$ cat src/rtl/serial3w_pkg.sv
package serial3w_pkg;

  localparam int unsigned BYTE_W = 8;

  typedef enum logic [1:0] {
    CK_EXT   = 2'b00,
    CK_DIV4  = 2'b01,
    CK_DIV8  = 2'b10,
    CK_DIV16 = 2'b11
  } cksel_e;

  typedef struct packed {
    logic   on;
    logic   lsb_first;
    logic   auto_md;
    logic   pin_hold;
    cksel_e cksel;
  } mode_t;

  localparam logic ADDR_MODE = 1'b0;
  localparam logic ADDR_DATA = 1'b1;

endpackage

$ cat src/rtl/serial3w_clkgen.sv
module serial3w_clkgen
  import serial3w_pkg::*;
#(
  parameter int unsigned SYNC_STAGES   = 2,
  parameter int unsigned HALF_LOG2_MIN = 1
) (
  input  logic   clk,
  input  logic   rst_n,
  input  logic   run,
  input  cksel_e cksel,
  input  logic   sck_pin_i,
  output logic   sck_q_o,
  output logic   fall_ev_o,
  output logic   rise_ev_o
);

  localparam int unsigned CNT_W = HALF_LOG2_MIN + 3;

  logic [CNT_W-1:0]     cnt_q, cnt_d, half_m1;
  logic                 sck_q, sck_d;
  logic [SYNC_STAGES:0] sync_q;
  logic                 ext, tick, pin_now, pin_prev;

  assign ext = (cksel == CK_EXT);

  always_comb begin
    unique case (cksel)
      CK_DIV4:  half_m1 = CNT_W'((1 << HALF_LOG2_MIN) - 1);
      CK_DIV8:  half_m1 = CNT_W'((1 << (HALF_LOG2_MIN + 1)) - 1);
      CK_DIV16: half_m1 = CNT_W'((1 << (HALF_LOG2_MIN + 2)) - 1);
      default:  half_m1 = '0;
    endcase
  end

  assign tick = run && !ext && (cnt_q == half_m1);

  always_comb begin
    cnt_d = cnt_q;
    sck_d = sck_q;
    if (!run || ext) begin
      cnt_d = '0;
      sck_d = 1'b1;
    end else if (tick) begin
      cnt_d = '0;
      sck_d = !sck_q;
    end else begin
      cnt_d = cnt_q + CNT_W'(1);
    end
  end

  always_ff @(posedge clk or negedge rst_n) begin
    if (!rst_n) begin
      cnt_q  <= '0;
      sck_q  <= 1'b1;
      sync_q <= '1;
    end else begin
      cnt_q  <= cnt_d;
      sck_q  <= sck_d;
      sync_q <= {sync_q[SYNC_STAGES-1:0], sck_pin_i};
    end
  end

  assign pin_now  = sync_q[SYNC_STAGES-1];
  assign pin_prev = sync_q[SYNC_STAGES];

  assign sck_q_o   = sck_q;
  assign fall_ev_o = (tick && sck_q)  || (run && ext && pin_prev && !pin_now);
  assign rise_ev_o = (tick && !sck_q) || (run && ext && !pin_prev && pin_now);

endmodule

$ cat src/rtl/serial3w_shifter.sv
module serial3w_shifter #(
  parameter int unsigned DW = 8
) (
  input  logic          clk,
  input  logic          rst_n,
  input  logic          on,
  input  logic          lsb_first,
  input  logic          rx_en,
  input  logic          load,
  input  logic [DW-1:0] wdata,
  input  logic          si_i,
  input  logic          fall_ev,
  input  logic          rise_ev,
  output logic          busy_o,
  output logic          done_o,
  output logic          so_o,
  output logic [DW-1:0] data_o
);

  localparam int unsigned CNT_W = $clog2(DW);

  logic [DW-1:0]    sr_q, sr_d;
  logic [CNT_W-1:0] cnt_q, cnt_d;
  logic             busy_q, busy_d, done_q, done_d, so_q, so_d, in_bit;

  assign in_bit = rx_en && si_i;

  always_comb begin
    sr_d   = sr_q;
    cnt_d  = cnt_q;
    busy_d = busy_q;
    done_d = 1'b0;
    so_d   = so_q;
    if (!on) begin
      cnt_d  = '0;
      busy_d = 1'b0;
      if (load) sr_d = wdata;
    end else if (!busy_q) begin
      if (load) begin
        sr_d   = wdata;
        busy_d = 1'b1;
        cnt_d  = '0;
      end
    end else begin
      if (fall_ev) so_d = lsb_first ? sr_q[0] : sr_q[DW-1];
      if (rise_ev) begin
        sr_d = lsb_first ? {in_bit, sr_q[DW-1:1]} : {sr_q[DW-2:0], in_bit};
        if (cnt_q == CNT_W'(DW - 1)) begin
          cnt_d  = '0;
          busy_d = 1'b0;
          done_d = 1'b1;
        end else begin
          cnt_d = cnt_q + CNT_W'(1);
        end
      end
    end
  end

  always_ff @(posedge clk or negedge rst_n) begin
    if (!rst_n) begin
      sr_q   <= '0;
      cnt_q  <= '0;
      busy_q <= 1'b0;
      done_q <= 1'b0;
      so_q   <= 1'b0;
    end else begin
      sr_q   <= sr_d;
      cnt_q  <= cnt_d;
      busy_q <= busy_d;
      done_q <= done_d;
      so_q   <= so_d;
    end
  end

  assign busy_o = busy_q;
  assign done_o = done_q;
  assign so_o   = so_q;
  assign data_o = sr_q;

endmodule

$ cat src/rtl/serial3w_port.sv
module serial3w_port
  import serial3w_pkg::*;
#(
  parameter int unsigned SYNC_STAGES   = 2,
  parameter int unsigned HALF_LOG2_MIN = 1
) (
  input  logic        clk,
  input  logic        rst_n,
  input  logic        bus_wr,
  input  logic        bus_addr,
  input  logic [7:0]  bus_wdata,
  output logic [7:0]  bus_rdata,
  input  logic        rx_en,
  output logic        xfer_done,
  input  logic        sck_i,
  output logic        sck_o,
  output logic        sck_oe,
  output logic        sck_port,
  output logic        so_o,
  output logic        so_oe,
  output logic        so_port,
  input  logic        si_i,
  output logic        si_port
);

  mode_t              mode_q, mode_d;
  logic               mode_we, data_we;
  logic               mode_en;
  cksel_e             mode_cs;
  logic               busy, sck_int, fall_ev, rise_ev, so_bit;
  logic [BYTE_W-1:0]  shift_data;

  assign mode_we = bus_wr && (bus_addr == ADDR_MODE);
  assign data_we = bus_wr && (bus_addr == ADDR_DATA);

  always_comb begin
    mode_d = mode_q;
    if (mode_we) begin
      mode_d.on        = bus_wdata[7];
      mode_d.lsb_first = bus_wdata[6];
      mode_d.auto_md   = bus_wdata[5];
      mode_d.pin_hold  = bus_wdata[4];
      mode_d.cksel     = cksel_e'(bus_wdata[1:0]);
    end
  end

  always_ff @(posedge clk or negedge rst_n) begin
    if (!rst_n) mode_q <= '0;
    else        mode_q <= mode_d;
  end

  assign mode_en = mode_q.on;
  assign mode_cs = mode_q.cksel;

  serial3w_clkgen #(
    .SYNC_STAGES  (SYNC_STAGES),
    .HALF_LOG2_MIN(HALF_LOG2_MIN)
  ) u_clkgen (
    .clk      (clk),
    .rst_n    (rst_n),
    .run      (busy),
    .cksel    (mode_q.cksel),
    .sck_pin_i(sck_i),
    .sck_q_o  (sck_int),
    .fall_ev_o(fall_ev),
    .rise_ev_o(rise_ev)
  );

  serial3w_shifter #(.DW(BYTE_W)) u_shifter (
    .clk      (clk),
    .rst_n    (rst_n),
    .on       (mode_d.on),
    .lsb_first(mode_q.lsb_first),
    .rx_en    (rx_en),
    .load     (data_we),
    .wdata    (bus_wdata),
    .si_i     (si_i),
    .fall_ev  (fall_ev),
    .rise_ev  (rise_ev),
    .busy_o   (busy),
    .done_o   (xfer_done),
    .so_o     (so_bit),
    .data_o   (shift_data)
  );

  always_comb begin
    if (bus_addr == ADDR_MODE)
      bus_rdata = {mode_q.on, mode_q.lsb_first, mode_q.auto_md, mode_q.pin_hold,
                   2'b00, mode_q.cksel};
    else
      bus_rdata = shift_data;
  end

  always_comb begin
    if (mode_q.on) begin
      sck_o    = sck_int;
      sck_oe   = (mode_q.cksel != CK_EXT);
      sck_port = 1'b0;
    end else begin
      sck_o    = 1'b1;
      sck_oe   = mode_q.pin_hold;
      sck_port = !mode_q.pin_hold;
    end
  end

  assign so_o    = so_bit;
  assign so_oe   = mode_q.on;
  assign so_port = !mode_q.on;
  assign si_port = !mode_q.on || !rx_en;

endmodule

$ cat config.mk
export PLATFORM = sky130hd
export DESIGN_NAME = serial3w_port
export DESIGN_NICKNAME = d
export VERILOG_FILES = /design/src/rtl/serial3w_pkg.sv /design/src/rtl/serial3w_clkgen.sv /design/src/rtl/serial3w_shifter.sv /design/src/rtl/serial3w_port.sv
export SDC_FILE = /design/constraint.sdc
export NUM_CORES = 1
export LEC_CHECK = 0
export ABC_AREA = 1
export BUFFER_PORTS_ARGS = -buffer_cell sky130_fd_sc_hd__buf_2
export CORE_UTILIZATION = 40
export CTS_BUF_LIST = sky130_fd_sc_hd__clkbuf_16
export DETAILED_ROUTE_END_ITERATION = 16
export PLACE_DENSITY_LB_ADDON = 0.3
export SETUP_SLACK_MARGIN = 0.15
export SYNTH_ARGS = -nofsm -noshare
export SYNTH_HDL_FRONTEND = slang
export SYNTH_HIERARCHICAL = 1
export SYNTH_SLANG_ARGS = --single-unit
$ cat constraint.sdc
create_clock -name clk -period 1.5 [get_ports clk]
set_input_delay 0.075 -clock clk [delete_from_list [all_inputs] [get_ports clk]]
set_output_delay 0.075 -clock clk [all_outputs]
set_load 0.02 [all_outputs]
==> results.md, run 1 <==
* Routed via count at around 1700
* TritonCTS Buffers at 3
* Violated checks: negative setup slack
* Crit end category: flop
* Layout cells sized above 1 at 0.298
* Minimum clock period at 1500 ps
* Fin. Hold Viols at 0
* Final max-slew violation count at 0
* #FFs+latches synth at 28
* Reg2Reg Setup Slack at -5 ps
* Leading area contributor after synthesis: dfrtp_1
* Synth Area in Simple Gates at 0.441
* Seq/Total Area, Yosys at 0.406
* Final Cycle Share at 1.00
* CP arrival at around 1700 ps
* Top-area cell type share of the netlist area at 0.346
* Setup WS post-layout at -4.71 ps
* Xor/xnor cell area share of the yosys netlist at 0.0101
* CTS clk-pin slew, worst paths at approximately 70 ps
* Wire per inst at roughly 12 um
* Worst-skew pair later-pin latency at 260 ps
* Adder-Cell Fraction of Synth Area at 0.0216
* Max-Cap Viols at 0
* Largest family of logic cells by synthesized area: simple AND/OR/NAND/NOR gates
* Layout Cells excl Fill at about 340
* Total Wirelength at 4170 um
* Crit path buffers/inverters at 2
* Synth top area cells: dfrtp_1 35%, nand2_1 22%, nand3_1 11%
* Setup Crit Path Kind: reg2reg
* Crit path launch type: flop
* Std-Cell Rows at 23
* Die height at about 68 um
* DRT Pass-1 Iters at 4
* Area grow syn2layout at 25.8%
* Post-DRT Antenna Nets at 0
* GR Util met3 at 0.0417
* Post-DP HPWL at 2980 um
* Core Region at roughly 0.0041 mm^2
* FF-to-FF End: u_shifter/data_o[7]
* Mux contribution to synthesized area at 0
* Via density at approximately 4.9
* Gr ovfl total at 0
* Io pins at 31
* Largest net degree at the start of global routing at 29
* Path depth of the worst reg2reg path at 10
* H-tree depth at 1
* WHS Endpoint: mode_q[3]
* Hold Startpoint: bus_wdata[5]
* Final Setup Violations at 2
* Slowest stage delay, CP at about 480 ps
* P per Cell Area at between 1000 and 1500 mW/mm^2
* Top Family by Delay on Critical Path: simple AND/OR/NAND/NOR gates
* Worst vdd ir at a little over 0.0005 V
* Slowest cell on the critical path: dfrtp_2
* CTS tree: yes
* Maximum clock rate at around 660 MHz
* RSZ-0062 raised after global routing: true
* Nets at 308
* Placed cell count at 330
* Worst Path Required at 1650 ps
* Avg Inst Size Synth at about 7.1 um^2
* Compound-Gate Fraction of Synth Area at 0.0374
* Total track usage at 0.203
* Synth warn at 6
* Status: finished, violations left
* Number of I/O port buffers at 30
* CTS Buffer Depth at 2
* Detailed Route Iter0 Violations at between 100 and 150
* Clock sink count at 28
* Worst R2R Start: mode_cs[1]
* Setup tns final at -6.31 ps
* Top cell by count, worst path: nand2_1
* Initial antenna violation count at 0
* Placer Congestion at slightly above 0.9
* Post-Syn Area at ~0.0017 mm^2
* Starting density of the core at 0.425
* Hold path depth at 3
* CTS root buf: clkbuf_16
* Met2 Resource Use GR at 0.337
* Critical Path, Cell by Cell: nor2_2 -> clkinv_1 -> nand2_1 -> nor2_4 -> nand3_2 -> nand2_4 -> nor2_8 -> inv_2 -> nand3_1 -> nand2_1
* Yosys cell types at 28
* GRT met1 Usage at 0.260
* Number of global-route vias before repair at between 1500 and 2000
* LEAKAGE at 1.17 nW
* Cells after Synth at 244
* Remaining DRCs at 0
* Gr busiest metal: met2
* Slew headroom at 0.563
* Hold Crit Class: in2reg
* Die X at about 68 um
* Skew final at ~3.2 ps
* Die ar. at around 0.0046 mm^2
* Crit Path Max Fanout at 8
* Syn nets at roughly 260
* Antenna Cells at 0
* Least-Margin Pin Slew at about 660 ps
* First-pass GRT wire length at between 6000 and 7000 um
-- sequential cells by signal, summed over array words and instances, names as in the netlist, 2 cells and up --
| register | cells |
|---|---|
| mode_q | 3 |
| u_shifter/cnt_q | 3 |
| u_shifter/data_o | 8 |
| u_clkgen/cnt_q | 4 |
| mode_cs | 2 |
| u_clkgen/sync_q | 3 |
-- per-stage QoR --
step	cell area, um^2	power (mW)	setup WS (ps)	util	hold WS, ps
6_report	2190	2.24	-4.71	0.535	75.6
5_1_grt	2190	2.39	-99.8	0.535	89.7
4_1_cts	2120	2.23	6.12	0.518	72.5
3_5_place_dp	2000	1.60	-22.3	0.489	143
3_3_place_gp	2000	1.59	32.2	0.489	146
2_1_floorplan	1740	1.38	85.0	-	-221
-- layer usage --
| metal | vias to the layer above | part of all wire | wire, um |
|---|---|---|---|
| met1 | 744 | 0.46 | 1910 |
| met4 | 0 | 0.016 | 65 |
| met2 | 49 | 0.47 | 1960 |
| li1 | 855 | - | - |
| met3 | 6 | 0.057 | 238 |
| met5 | - | 0 | 0 |
-- worst max-delay path by stage --
stage	start	to	slack, ps	cells after the start
finish	mode_cs[1]	u_shifter/data_o[7]	-5	10
global route	mode_cs[1]	u_shifter/data_o[7]	-100	10
CTS	mode_cs[0]	u_shifter/cnt_q[1]	6	12
detailed placement	mode_cs[1]	u_shifter/cnt_q[2]	-20	12
global placement	mode_cs[0]	u_shifter/cnt_q[2]	30	11
floorplan	mode_cs[0]	u_shifter/cnt_q[0]	80	11
-- area by class of cell --
type                    count  area, um^2
well taps                  50        62.6
clock inverters             1        3.75
multi-input cells         187         960
flip-flops and latches     28         708
repair buffers             47         285
fillers                   401        1900
repair inverters            1        3.75
inverters                  22        87.6
clock buffers               3        75.1
-- worst reg2reg max path: stages, from the launching register on --
cell      delay (ps)
dfrtp_2          480
nor2_2           150
clkinv_1          70
nand2_1          100
nor2_4            60
nand3_2           70
nand2_4           70
nor2_8           150
inv_2             80
nand3_1          100
nand2_1           60
-- synth_stat cells --
cell        n
nand2_1   104
nand3_1    38
dfrtp_1    24
nor2_1     16
inv_1      15
buf_4       4
dfstp_2     4
inv_2       4
nand2_2     4
nor2_2      4
o21ai_0     4
ha_1        3
o21ai_2     3
buf_6       2
clkinv_1    2
a21oi_1     1
a31oi_1     1
buf_2       1
inv_6       1
nand2_4     1
nand2_8     1
nand3b_1    1
nor2_4      1
nor2_8      1
o21a_1      1
or2_1       1
xnor2_1     1
xor2_1      1
-- repair_timing --
item,CTS,global route
hold buffers,2,0
buffers inserted,1,1
gates resized for setup,5,15
hold endpoints to repair,25,0
cloned,1,0
endpoints found under the setup margin,14,15
pin swaps,4,3
-- cell usage in the layout (no fill, tap or decap) --
| master | instances |
|---|---|
| a21oi_1 | 1 |
| a31oi_1 | 1 |
| buf_2 | 29 |
| buf_4 | 16 |
| clkbuf_16 | 3 |
| clkinv_1 | 2 |
| dfrtp_1 | 22 |
| dfrtp_2 | 2 |
| dfstp_2 | 4 |
| dlygate4sd3_1 | 2 |
| ha_1 | 3 |
| inv_1 | 15 |
| inv_2 | 6 |
| inv_6 | 1 |
| nand2_1 | 100 |
| nand2_2 | 4 |
| nand2_4 | 5 |
| nand2_8 | 1 |
| nand3_1 | 35 |
| nand3_2 | 3 |
| nand3b_1 | 1 |
| nor2_1 | 13 |
| nor2_2 | 3 |
| nor2_4 | 5 |
| nor2_8 | 1 |
| o21a_1 | 1 |
| o21ai_0 | 3 |
| o21ai_1 | 1 |
| o21ai_2 | 3 |
| or2_1 | 1 |
| xnor2_1 | 1 |
| xor2_1 | 1 |
-- report_power, final --
part	switching (mW)	total [mW]	internal (mW)
logic	0.419	0.669	0.250
registers	0.122	0.974	0.851
clock network	0.244	0.601	0.357
total	0.785	2.24	1.46
-- cell families (layout without fill, tap and decap cells) --
logic type,count (synthesis),count (layout)
and+or+nand+nor,172,172
adders and majority gates,3,3
AOI/OAI and AO/OA,10,10
xor gates and xnor gates,2,2
buffers and inverters,29,74
DFF,28,28
Power figures use the tool's default switching activity.
==> inputs of run 2 (changes only) <==
--- a/config.mk
+++ b/config.mk
@@ -5,8 +5,8 @@
 export SDC_FILE = /design/constraint.sdc
 export NUM_CORES = 1
 export LEC_CHECK = 0
-export ABC_AREA = 1
 export BUFFER_PORTS_ARGS = -buffer_cell sky130_fd_sc_hd__buf_2
+export CORE_MARGIN = 2
 export CORE_UTILIZATION = 40
 export CTS_BUF_LIST = sky130_fd_sc_hd__clkbuf_16
 export DETAILED_ROUTE_END_ITERATION = 16
==> results.md, run 2 <==
* Violated checks: negative setup slack
* Syn nets at approximately 150
* Io pins at 31
* Top-area cell type share of the netlist area at 0.386
* Synth top area cells: dfrtp_1 39%, dfstp_2 6.8%, mux2i_1 5.8%
* Dominant synthesized flop cell: dfrtp_1
* CTS clk-pin slew, worst paths at approximately 70 ps
* Adder-Cell Fraction of Synth Area at 0.0241
* Worst Path Required at about 1600 ps
* Post-Syn Area at roughly 0.0016 mm^2
* Critical Path, Cell by Cell: or2_4 -> or4_4 -> a31oi_4 -> a22o_1 -> buf_4 -> and3b_2 -> nand2_1 -> o211ai_1
* EDFF count, synth at 0
* Minimum clock period at roughly 2100 ps
* Max FFs per register at 8
* Layout Cells excl Fill at 234
* Crit path buffers/inverters at 1
* CTS root buf: clkbuf_16
* TritonCTS Buffers at 3
* Routed via count at roughly 1200
* Avg Inst Size Synth at ~11 um^2
* Clock sink count at 28
* Total track usage at 0.174
* Final max-slew violation count at 0
* Antenna Cells at 0
* Placer Congestion at ~0.77
* Total Wirelength at roughly 3500 um
* Largest net degree at the start of global routing at 29
* Setup tns final at -8390 ps
* Initial antenna violation count at 0
* Seq/Total Area, Yosys at 0.453
* Xor/xnor cell area share of the yosys netlist at 0.0113
* Total Power at 2.22 mW
* Yosys cell types at 39
* Layout cells sized above 1 at 0.468
* WP depth at 8
* Slowest stage delay, CP at between 400 and 500 ps
* CP startpoint: mode_cs[0]
* Compound-Gate Fraction of Synth Area at 0.145
* LEAKAGE at between 0.9 and 1 nW
* RSZ-0062 raised after global routing: true
* Commonest non-fill, non-tap cells in the layout: 29 x buf_2, 24 x dfrtp_1, 14 x buf_4
* Skew final at around 4.0 ps
* Worst vdd ir at 0.000536 V
* Mux contribution to synthesized area at 0.152
* Hold Crit Class: in2reg
* Net Sw Frac at 0.306
* Flop pwr share at 0.421
* Fin util at 0.551
* Cells after Synth at approximately 140
* #FFs+latches synth at 28
* Top-count cell post-synth: dfrtp_1
* Nets at approximately 210
* Worst R2R Start: mode_cs[0]
* Core Region at roughly 0.0037 mm^2
* Die ar. at about 0.0044 mm^2
* Crit Path Max Fanout at 3
* Path depth of the worst reg2reg path at 8
* CTS tree: yes
* First-pass GRT wire length at 5830 um
* Post-synthesis async set-or-reset flop share at 1.00
* Largest family of logic cells by synthesized area: simple AND/OR/NAND/NOR gates
* Clock network power share at 0.274
* Synth Area in Simple Gates at 0.185
* Setup WS pre-CTS at -592 ps
* Status: finished, violations left
* Crit end category: flop
* Fin. Hold Viols at 0
* Capture point of the worst path: u_shifter/data_o[0]
* Number of global-route vias before repair at 1271
* P_int at ~1.5 mW
* P per Cell Area at roughly 1100 mW/mm^2
* Max-Cap Viols at 0
* P_sw at slightly below 0.7 mW
* Commonest non-fill, non-tap cell in the layout: buf_2
* Die X at 66.4 um
* Slowest cell on the critical path: or4_4
* Final Cycle Share at 1.40
* Number of I/O port buffers at 30
* Remaining DRCs at 0
* Starting density of the core at 0.422
* Placed cell count at around 230
* Maximum clock rate at roughly 480 MHz
* Combinational Power Share at 0.305
* CTS Buffer Depth at 2
* Synth top cells by count: 24 x dfrtp_1, 15 x nand2_1, 9 x mux2i_1, 7 x nor3_1
* Leading area contributor after synthesis: dfrtp_1
* Final Setup Violations at 19
* DRT Pass-1 Iters at 4
* Die height at between 60 and 70 um
* Top Family by Delay on Critical Path: simple AND/OR/NAND/NOR gates
* Reg2Reg Setup Slack at -590 ps
* Area grow syn2layout at 30.5%
* FF-to-FF End: u_shifter/data_o[0]
* Std-Cell Rows at 22
* Synth warn at 6
* Setup WS post-layout at -594 ps
* Post-DRT Antenna Nets at 0
* Post-DP HPWL at around 2600 um
* Detailed Route Iter0 Violations at 33
* Via density at 5.32
* Gr ovfl total at 0
* Wire per inst at around 15 um
* CP arrival at around 2200 ps
* Slew headroom at 0.591
* Setup Crit Path Kind: reg2reg
* H-tree depth at 1
* Worst-skew pair later-pin latency at between 200 and 300 ps
* Least-Margin Pin Slew at ~610 ps
* Crit path launch type: flop
[run 2: area by class of cell]
cell class	count	area, um^2
Clock inverter	1	3.75
Multi-Input combinational cell	101	841
Clock buffer	3	75.1
Fill cell	327	1660
Timing Repair Buffer	51	338
Tap cell	48	60.1
Sequential cell	28	706
Inverter	2	7.51
[run 2: how the worst min path moves through the flow]
stage,cells past startpoint,start,end,slack [ps]
2_1_floorplan,0,rst_n,mode_cs[0],-220
5_1_grt,2,bus_wdata[6],mode_q[4],60
6_report,2,bus_wdata[6],mode_q[4],60
4_1_cts,2,bus_wdata[6],mode_q[4],60
3_5_place_dp,1,rst_n,u_clkgen/cnt_q[1],130
3_3_place_gp,1,rst_n,u_clkgen/cnt_q[2],120
[run 2: through the flow]
stage          area (um^2)  hold WS, ps
3_3_place_gp          1870          125
6_report              2030         64.8
4_1_cts               2000         63.5
3_5_place_dp          1870          132
5_1_grt               2030         64.1
2_1_floorplan         1560         -221
[run 2: per-layer routing]
layer	routed length [um]	vias to the layer above	GRT usage
li1	-	606	-
met1	1590	613	0.216
met2	1790	20	0.305
met3	123	5	0.0358
met4	38	0	0.0485
met5	0	-	0
[run 2: cells by family after synthesis]
family                     after synthesis
and+or+nand+nor                         51
DFF                                     28
AOI/OAI and AO/OA                       25
muxes                                   20
buffers and inverters                    7
adders and majority gates                3
xor gates and xnor gates                 2
[run 2: power groups by stage]
stage	Combinational, mW	Sequential [mW]	Clock, mW
floorplan	0.394	0.937	0
global placement	0.620	0.939	0
detailed placement	0.634	0.944	0
CTS	0.658	0.934	0.618
global route	0.730	0.947	0.657
finish	0.676	0.934	0.607
[run 2: timing repair]
action                     CTS  global route
setup buffers                0             1
hold endpoints to repair    25             0
hold buffers                 2             0
resized for setup            9             8
setup endpoints to repair   20            20
pin swaps                    0             1
cloned                       0             0
